`src/rtl/sdram_mode_pkg.sv`:
```
package sdram_mode_pkg;

  typedef enum logic {ORD_SEQ = 1'b0, ORD_XOR = 1'b1} order_e;

  typedef struct packed {
    logic [2:0] len_code;
    order_e     order;
    logic [1:0] cl;
    logic       wr_single;
  } mode_t;

  localparam logic [2:0] LEN_1    = 3'b000;
  localparam logic [2:0] LEN_2    = 3'b001;
  localparam logic [2:0] LEN_4    = 3'b010;
  localparam logic [2:0] LEN_8    = 3'b011;
  localparam logic [2:0] LEN_PAGE = 3'b111;

  localparam mode_t MODE_RESET = '{len_code: LEN_1, order: ORD_SEQ, cl: 2'd3, wr_single: 1'b0};

endpackage

```
`src/rtl/sdram_mode_decode.sv`:
```
module sdram_mode_decode
  import sdram_mode_pkg::*;
#(
  parameter int MODE_W = 13
) (
  input  logic [MODE_W-1:0] word_i,
  input  logic [1:0]        bank_i,
  output mode_t             mode_o,
  output logic              accept_o,
  output logic              reserved_o
);
  localparam int RFU_LSB = 10;

  logic [2:0] len_f;
  logic       ord_f;
  logic [2:0] cl_f;
  logic [1:0] opm_f;
  logic       rfu_nz;
  logic       len_bad, cl_bad, sel_norm, sel_ext;

  assign len_f  = word_i[2:0];
  assign ord_f  = word_i[3];
  assign cl_f   = word_i[6:4];
  assign opm_f  = word_i[8:7];
  assign rfu_nz = |word_i[MODE_W-1:RFU_LSB];

  always_comb begin
    len_bad  = (len_f inside {3'b100, 3'b101, 3'b110}) || ((len_f == LEN_PAGE) && ord_f);
    cl_bad   = !(cl_f inside {3'b001, 3'b010, 3'b011});
    sel_norm = (bank_i == 2'b00);
    sel_ext  = (bank_i == 2'b10);
    reserved_o = !(sel_norm || sel_ext) ||
                 (sel_norm && (len_bad || cl_bad || (opm_f != 2'b00) || rfu_nz));
    accept_o = sel_norm && !reserved_o;
    mode_o.len_code  = len_f;
    mode_o.order     = order_e'(ord_f);
    mode_o.cl        = cl_f[1:0];
    mode_o.wr_single = word_i[9];
  end
endmodule

```
`src/rtl/sdram_mode_store.sv`:
```
module sdram_mode_store
  import sdram_mode_pkg::*;
(
  input  logic  clk,
  input  logic  rst_n,
  input  logic  load_i,
  input  logic  accept_i,
  input  logic  reserved_i,
  input  mode_t next_i,
  output mode_t mode_o,
  output logic  err_o
);
  always_ff @(posedge clk or negedge rst_n) begin
    if (!rst_n) begin
      mode_o <= MODE_RESET;
      err_o  <= 1'b0;
    end else if (load_i) begin
      if (accept_i) begin
        mode_o <= next_i;
        err_o  <= 1'b0;
      end else if (reserved_i) begin
        err_o  <= 1'b1;
      end
    end
  end
endmodule

```
`src/rtl/sdram_col_seq.sv`:
```
module sdram_col_seq
  import sdram_mode_pkg::*;
#(
  parameter int COL_W = 9
) (
  input  logic             clk,
  input  logic             rst_n,
  input  mode_t            mode_i,
  input  logic             start_i,
  input  logic             write_i,
  input  logic [COL_W-1:0] col_i,
  input  logic             stop_i,
  input  logic             ready_i,
  output logic             valid_o,
  output logic [COL_W-1:0] addr_o,
  output logic             last_o
);
  logic [COL_W-1:0] base_q, mask_q, cnt_q, mask_d, low_sum;
  order_e           ord_q;
  logic             full_q, full_d, active_q;

  always_comb begin
    full_d = 1'b0;
    mask_d = '0;
    unique case (mode_i.len_code)
      LEN_2:    mask_d = COL_W'(1);
      LEN_4:    mask_d = COL_W'(3);
      LEN_8:    mask_d = COL_W'(7);
      LEN_PAGE: begin mask_d = '1; full_d = 1'b1; end
      default:  mask_d = '0;
    endcase
    if (write_i && mode_i.wr_single) begin
      mask_d = '0;
      full_d = 1'b0;
    end
  end

  always_ff @(posedge clk or negedge rst_n) begin
    if (!rst_n) begin
      active_q <= 1'b0;
      base_q   <= '0;
      mask_q   <= '0;
      cnt_q    <= '0;
      ord_q    <= ORD_SEQ;
      full_q   <= 1'b0;
    end else if (start_i) begin
      active_q <= 1'b1;
      base_q   <= col_i;
      mask_q   <= mask_d;
      cnt_q    <= '0;
      ord_q    <= mode_i.order;
      full_q   <= full_d;
    end else if (stop_i) begin
      active_q <= 1'b0;
    end else if (active_q && ready_i) begin
      if (last_o) active_q <= 1'b0;
      else        cnt_q    <= cnt_q + 1'b1;
    end
  end

  assign low_sum = (ord_q == ORD_XOR) ? (base_q ^ cnt_q) : (base_q + cnt_q);
  assign addr_o  = (base_q & ~mask_q) | (low_sum & mask_q);
  assign valid_o = active_q;
  assign last_o  = active_q && !full_q && (cnt_q == mask_q);
endmodule

```
`src/rtl/sdram_burst_ctrl.sv`:
```
module sdram_burst_ctrl
  import sdram_mode_pkg::*;
#(
  parameter int COL_W  = 9,
  parameter int MODE_W = 13
) (
  input  logic              clk,
  input  logic              rst_n,
  input  logic              mrs_load,
  input  logic [1:0]        mrs_bank,
  input  logic [MODE_W-1:0] mrs_addr,
  input  logic              cmd_start,
  input  logic              cmd_write,
  input  logic [COL_W-1:0]  cmd_col,
  input  logic              cmd_stop,
  output logic              col_valid,
  input  logic              col_ready,
  output logic [COL_W-1:0]  col_addr,
  output logic              col_last,
  output logic [1:0]        cas_latency,
  output logic              wr_single,
  output logic              cfg_error
);
  mode_t dec_mode, cur_mode;
  logic  dec_accept, dec_reserved;

  sdram_mode_decode #(.MODE_W(MODE_W)) u_dec (
    .word_i     (mrs_addr),
    .bank_i     (mrs_bank),
    .mode_o     (dec_mode),
    .accept_o   (dec_accept),
    .reserved_o (dec_reserved)
  );

  sdram_mode_store u_store (
    .clk        (clk),
    .rst_n      (rst_n),
    .load_i     (mrs_load),
    .accept_i   (dec_accept),
    .reserved_i (dec_reserved),
    .next_i     (dec_mode),
    .mode_o     (cur_mode),
    .err_o      (cfg_error)
  );

  sdram_col_seq #(.COL_W(COL_W)) u_seq (
    .clk     (clk),
    .rst_n   (rst_n),
    .mode_i  (cur_mode),
    .start_i (cmd_start),
    .write_i (cmd_write),
    .col_i   (cmd_col),
    .stop_i  (cmd_stop),
    .ready_i (col_ready),
    .valid_o (col_valid),
    .addr_o  (col_addr),
    .last_o  (col_last)
  );

  assign cas_latency = cur_mode.cl;
  assign wr_single   = cur_mode.wr_single;
endmodule

```
`config.mk`:
```
export PLATFORM = sky130hd
export DESIGN_NAME = sdram_burst_ctrl
export DESIGN_NICKNAME = d
export VERILOG_FILES = /design/src/rtl/sdram_mode_pkg.sv /design/src/rtl/sdram_mode_decode.sv /design/src/rtl/sdram_mode_store.sv /design/src/rtl/sdram_col_seq.sv /design/src/rtl/sdram_burst_ctrl.sv
export SDC_FILE = /design/constraint.sdc
export NUM_CORES = 1
export LEC_CHECK = 0
export BUFFER_PORTS_ARGS = -buffer_cell sky130_fd_sc_hd__clkbuf_2
export CAP_MARGIN = 20
export CORE_MARGIN = 3
export CORE_UTILIZATION = 55
export CTS_CLUSTER_SIZE = 28
export DETAILED_ROUTE_END_ITERATION = 16
export PLACE_DENSITY = 0.81
export SYNTH_ARGS = -nofsm -noshare
export SYNTH_HDL_FRONTEND = slang
export SYNTH_SLANG_ARGS = --single-unit
```
`constraint.sdc`:
```
create_clock -name clk -period 3 [get_ports clk]
set_input_delay 0 -clock clk [delete_from_list [all_inputs] [get_ports clk]]
set_output_delay 0 -clock clk [all_outputs]
set_load 0.03 [all_outputs]
```
# Word level (Yosys, flattened, before mapping)

Index checks and enable logic that the tools add are counted.
W data, S select, Z words.

Output and inout port bits: 15
Flip-flop bits (word level): 38
Bits of input ports: 31
Word-level logic and storage cells: 78

Equal/unequal tests: 15
Multiplexer cells: 15
Bitwise logic cells: 5
Reductions and logical operators: 30
Add/subtract/negate cells: 2

Operators by type and width:

| kind                  | number |
|---|---|
| $mux W9               | 6 |
| $pmux W9 S4           | 1 |
| $and A9 B9 Y9         | 2 |
| $eq A3 B3 Y1 const B  | 5 |
| $eq A3 B2 Y1 const B  | 4 |
| $reduce_bool A3 Y1    | 4 |
| $add A9 B1 Y9 const B | 1 |
| $add A9 B9 Y9         | 1 |
| $eq A9 B9 Y1          | 1 |
| $not A9 Y9            | 1 |
| $or A9 B9 Y9          | 1 |
| $xor A9 B9 Y9         | 1 |
| $mux W1               | 8 |
| $logic_and A1 B1 Y1   | 7 |
| $eq A3 B1 Y1 const B  | 2 |
| $logic_or A1 B1 Y1    | 6 |
| $reduce_and A2 Y1     | 3 |
| $reduce_bool A2 Y1    | 3 |
| $logic_not A1 Y1      | 4 |
| $ne A2 B2 Y1 const B  | 2 |
| $reduce_and A3 Y1     | 1 |
| $reduce_or A3 Y1      | 1 |
| $eq A2 B2 Y1 const B  | 1 |
| $logic_not A2 Y1      | 1 |

# Longest topological paths before layout

Word-level depth: 12
Gate-level depth with buffers: 7
Mapped depth without buffers: 7

# Modules after synthesis

From an unflattened synthesis, not the netlist that was laid out.

Cells, all modules: 219
Area, all modules: 2119.5 um^2

By module, submodules not included:

| module            | cells an instance | sequential area each (um^2) | area an instance (um^2) | instances |
|---|---|---|---|---|
| sdram_col_seq     | 184               | 625.6                       | 1709.1                  | 1 |
| sdram_mode_store  | 18                | 202.7                       | 297.8                   | 1 |
| sdram_mode_decode | 17                | 0.0                         | 112.6                   | 1 |

# Worst setup path after synthesis

OpenSTA, ideal clock, no wires.

Kind: reg2out
From: reg u_seq.cnt_q[0]
To: out col_addr[8]
Stages on the path, launching flop included: 8
Path buffers: 0
Arrival: 2181 ps
Setup slack: 819 ps
Cell sequence: dfrtp_1 > ha_1 > fa_1 > a211oi_1 > or4_4 > o21a_1 > o211ai_2 > xor2_1

Longest elaborated chain between the ends: 4

RTL lines:

| what                   | RTL line               | source |
|---|---|---|
| start, declared        | sdram_col_seq.sv:18    | `logic [COL_W-1:0] base_q, mask_q, cnt_q, mask_d, low_sum;` |
| start signal, assigned | sdram_col_seq.sv:57    | `else cnt_q <= cnt_q + 1'b1;` |
| $add A9 B9 Y9          | sdram_col_seq.sv:61    | `assign low_sum = (ord_q == ORD_XOR) ? (base_q ^ cnt_q) : (base_q + cnt_q);` |
| $mux W9                | sdram_col_seq.sv:61    |  |
| $and A9 B9 Y9          | sdram_col_seq.sv:62    | `assign addr_o = (base_q & ~mask_q) \| (low_sum & mask_q);` |
| $or A9 B9 Y9           | sdram_col_seq.sv:62    |  |
| end, declared          | sdram_burst_ctrl.sv:18 | `output logic [COL_W-1:0] col_addr,` |

No other way between the ends.

# Final worst setup path

From: reg u_seq.cnt_q[0]
To: out col_addr[6]

Same word-level chain as after synthesis.

==> summary.md <==
| Metric | Value |
|---|---|
| Core area | `roughly 3500 sq um` |
| Ys flop type | `dfrtp_1` |
| CP max FO | `5` |
| DR pass1 iterations | `5` |
| Adder-cell share of the synthesized area | `between 6 and 7%` |
| CTS Buf Count | `5` |
| Post-synth top area share | `between 30% and 40%` |
| Arr. time, crit path | `2.63 ns` |
| Net Sw Frac | `between 20% and 30%` |
| Hpwl dp | `approximately 3000 um` |
| Fillers | `around 260` |
| DRC errors left | `0` |
| Simple-gate share of the synthesized area | `~16%` |
| Syn-to-layout area delta | `24.71%` |
| Power share of the sequential group | `between 40 and 50%` |
| Initial Util | `59.56%` |
| Met2 Usage GRT | `36.81%` |
| YS warnings | `0` |
| Asr flop ratio synth | `100.0%` |
| Via-to-Cell Ratio | `~5.6` |
| CP Cell Sequence | `ha_1 > fa_1 > a211oi_1 > or4_4 > o21ai_0 > xor2_1 > mux2_2 > clkbuf_2` |
| Max Root-Sink Buffers | `2` |
| Final Skew | `~0.0041 ns` |
| Die Height | `67.29 um` |
| CTS root buf | `clkbuf_8` |
| Rows | `21` |
| Global route overflow | `0` |
| # IOs | `46` |
| Post-Syn Area per Cell | `between 10 and 15 sq um` |
| Worst-Margin Slew | `0.8268 ns` |
| Final GP Congestion | `~0.75` |
| Total power | `between 1 and 1.5 mW` |
| Setup crit end kind | `output port` |
| Setup crit start kind | `register` |
| Most common cell after layout, fill and taps aside | `clkbuf_2` |
| Setup Viol. Count Final | `0` |
| Worst path required time | `3.00 ns` |
| Compound-cell area share of the yosys netlist | `roughly 14%` |
| Max-slew violations | `0` |
| VDD IR max | `between 300 and 400 uV` |
| Total global-route track usage | `roughly 23%` |
| XOR/XNOR Fraction of Synth Area | `under 10%` |
| WL/cell | `14.65 um` |
| Final Hold Fails | `0` |
| Tmin final | `between 2 and 3 ns` |
| Setup TNS | `0 ns` |
| Post-synth cell types | `44` |
| Placed insts | `between 200 and 300` |
| Largest area contributor in the netlist | `dfrtp_1` |
| Layout cells sized above 1 | `a little under a third` |
| Final Util | `74.28%` |
| CTS H-tree depth | `2` |
| Largest family of logic cells by synthesized area | `simple AND/OR/NAND/NOR gates` |
| RSZ-0062 raised after global routing | `no` |
| Max-cap viol count | `0` |
| First-pass GRT wire length | `7590 um` |
| Outcome | `complete, no violations` |
| Yosys reg bits | `33` |
| Combinational cell fraction of total power | `19.9%` |
| Via count | `~1.7k` |
| Die width | `approximately 67 um` |
| Highest-delay cell along the critical path | `dfrtp_1` |
| Initial antenna violation count | `0` |
| F_max | `380.2 MHz` |
| Switching power | `~0.29 mW` |
| Dominant cells by area after synthesis | `dfrtp_1 (38%), mux2_2 (7.6%), ha_1 (5.5%)` |
| Syn_nets | `about 240` |
| Tcrit/Tclk final | `87.67%` |
| Cells after synthesis | `200` |
| Clk Latency, worst-skew pair | `a little under 0.3 ns` |
| Sequential fraction of the synthesis area | `around two fifths` |
| Diodes inserted | `0` |
| Mux share of post-synthesis cell area | `a little over an eighth` |
| Grt met1 use | `between 20% and 30%` |
| CP Class | `register to output port` |
| PortBufs | `between 40 and 50` |
| Met3 Use GR | `7.654%` |
| Post-CTS resize count | `0` |
| Nets@finish | `approximately 300` |
| Power share of the clock group | `32.0%` |
| Initial detailed-routing violation count | `~160` |
| Final std cells w/o fill | `310` |
| Headroom to the max-slew limit | `between 40% and 50%` |
| CTS tree | `done` |
| Worst-path clk slew | `0.06 ns` |
| EDFF count, synth | `0` |
| Vias in the first global route | `~1.7k` |
| Power Internal | `just over 0.7 mW` |
| Pleak | `between 1 and 1.5 nW` |
| Most congested layer reported by global routing | `met2` |
| Routed Antenna Nets | `0` |
| # Post-CTS Setup Buffers | `0` |
| Commonest non-fill, non-tap cells in the layout | `clkbuf_2 (45), dfrtp_1 (31), nor2_1 (19), dlygate4sd3_1 (19), mux2_2 (14)` |
| Worst Hold Class | `primary input to register` |
| Largest net degree at the start of global routing | `34` |
| Die area | `about 4500 sq um` |
| Clk sinks | `33` |
| Cell Area, Synth | `roughly 2100 sq um` |
| CP max stage delay | `0.43 ns` |
| P per Cell Area | `between 300 and 400 nW/um^2` |
| CTS Hold Buffers Added | `19` |
| Drt total wl | `about 4500 um` |
metrics by stage:
stage / area, sq um / worst slack, ns / hold WS, ns
after floorplan: 2066 / 0.8191 / -0.2956
after detailed placement: 2303 / 0.6895 / 0.1436
after global placement: 2303 / 0.7382 / 0.1305
after global routing: 2576 / 0.1673 / 0.06314
final: 2576 / 0.3699 / 0.03874
after CTS: 2576 / 0.3481 / 0.03123
cells by family (layout without fill, tap and decap cells):
kind of cell             count (synthesis)  in the layout
flip-flops                              33             33
adder cells (fa/ha/maj)                 10             10
multiplexers                            23             23
AND/OR/NAND/NOR                         61             61
AO/OA/AOI/OAI                           44             44
buffers and inverters                   14             78
XOR/XNOR                                15             15
state kept, by name (all words and copies together), names as in the netlist:
register / flops
u_seq.base_q: 9
u_seq.cnt_q: 9
u_store.mode_o: 7
u_seq.mask_q: 4
u_seq.full_q: 1
u_seq.ord_q: 1
u_seq.valid_o: 1
u_store.err_o: 1
final timing paths:
check / cells after the start / start / to / slack, ns
min reg2reg: 1 / u_store.mode_o[3] / u_store.mode_o[3] / 0.52
max in group asynchronous: 2 / rst_n / u_store.err_o / 2.15
max: 8 / u_seq.cnt_q[0] / col_addr[6] / 0.37
min in group asynchronous: 2 / rst_n / u_seq.mask_q[7] / 0.33
max reg2reg: 5 / u_seq.mask_q[7] / u_seq.cnt_q[7] / 1.03
min: 3 / col_ready / u_seq.valid_o / 0.04
critical path: cells and delay by family (launching register included):
family	cells	cell delay, ns
compound gates	2	0.44
xor+xnor	1	0.17
fa+ha+maj	2	0.65
buf+inv	1	0.18
flops	1	0.43
mux	1	0.26
simple gates	1	0.21
power groups by stage:
| stage | combinational, mW | clock [mW] | sequential (mW) |
|---|---|---|---|
| detailed placement | 0.180 | 0 | 0.490 |
| finish | 0.199 | 0.320 | 0.482 |
| CTS | 0.198 | 0.331 | 0.482 |
| global placement | 0.176 | 0 | 0.489 |
| floorplan | 0.120 | 0 | 0.487 |
| global route | 0.219 | 0.349 | 0.485 |
Yosys cell counts (2+ instances only):
master,count
xor2_1,7
or3_1,4
buf_4,2
nor2_1,19
clkbuf_1,5
ha_1,9
o21ai_0,12
mux2i_1,2
xnor2_1,8
a211oi_1,4
a21oi_1,13
nor2b_1,5
dfrtp_1,31
nor3_1,3
nand4_1,4
dfstp_2,2
inv_1,6
nand2b_1,3
mux2_2,14
nand2_1,8
mux2_4,7
a21o_1,3
nand3_1,5
and3_1,4
final cells by class:
cell class	count	area [sq um]	area share [%]
sequential	33	828.3	32.15
multi-input combinational	153	1170	45.41
clock inverter	2	10.01	0.3885
tap	46	57.56	2.234
timing repair buffer	64	415.4	16.12
clock buffer	6	72.57	2.817
inverter	6	22.52	0.8742
per-layer routing:
metal / vias up / wire length [um]
met4: 0 / 66
li1: 844 / -
met3: 8 / 283
met5: - / 0
met1: 819 / 1994
met2: 50 / 2199
No activity file was read; power rests on OpenSTA's default activity.
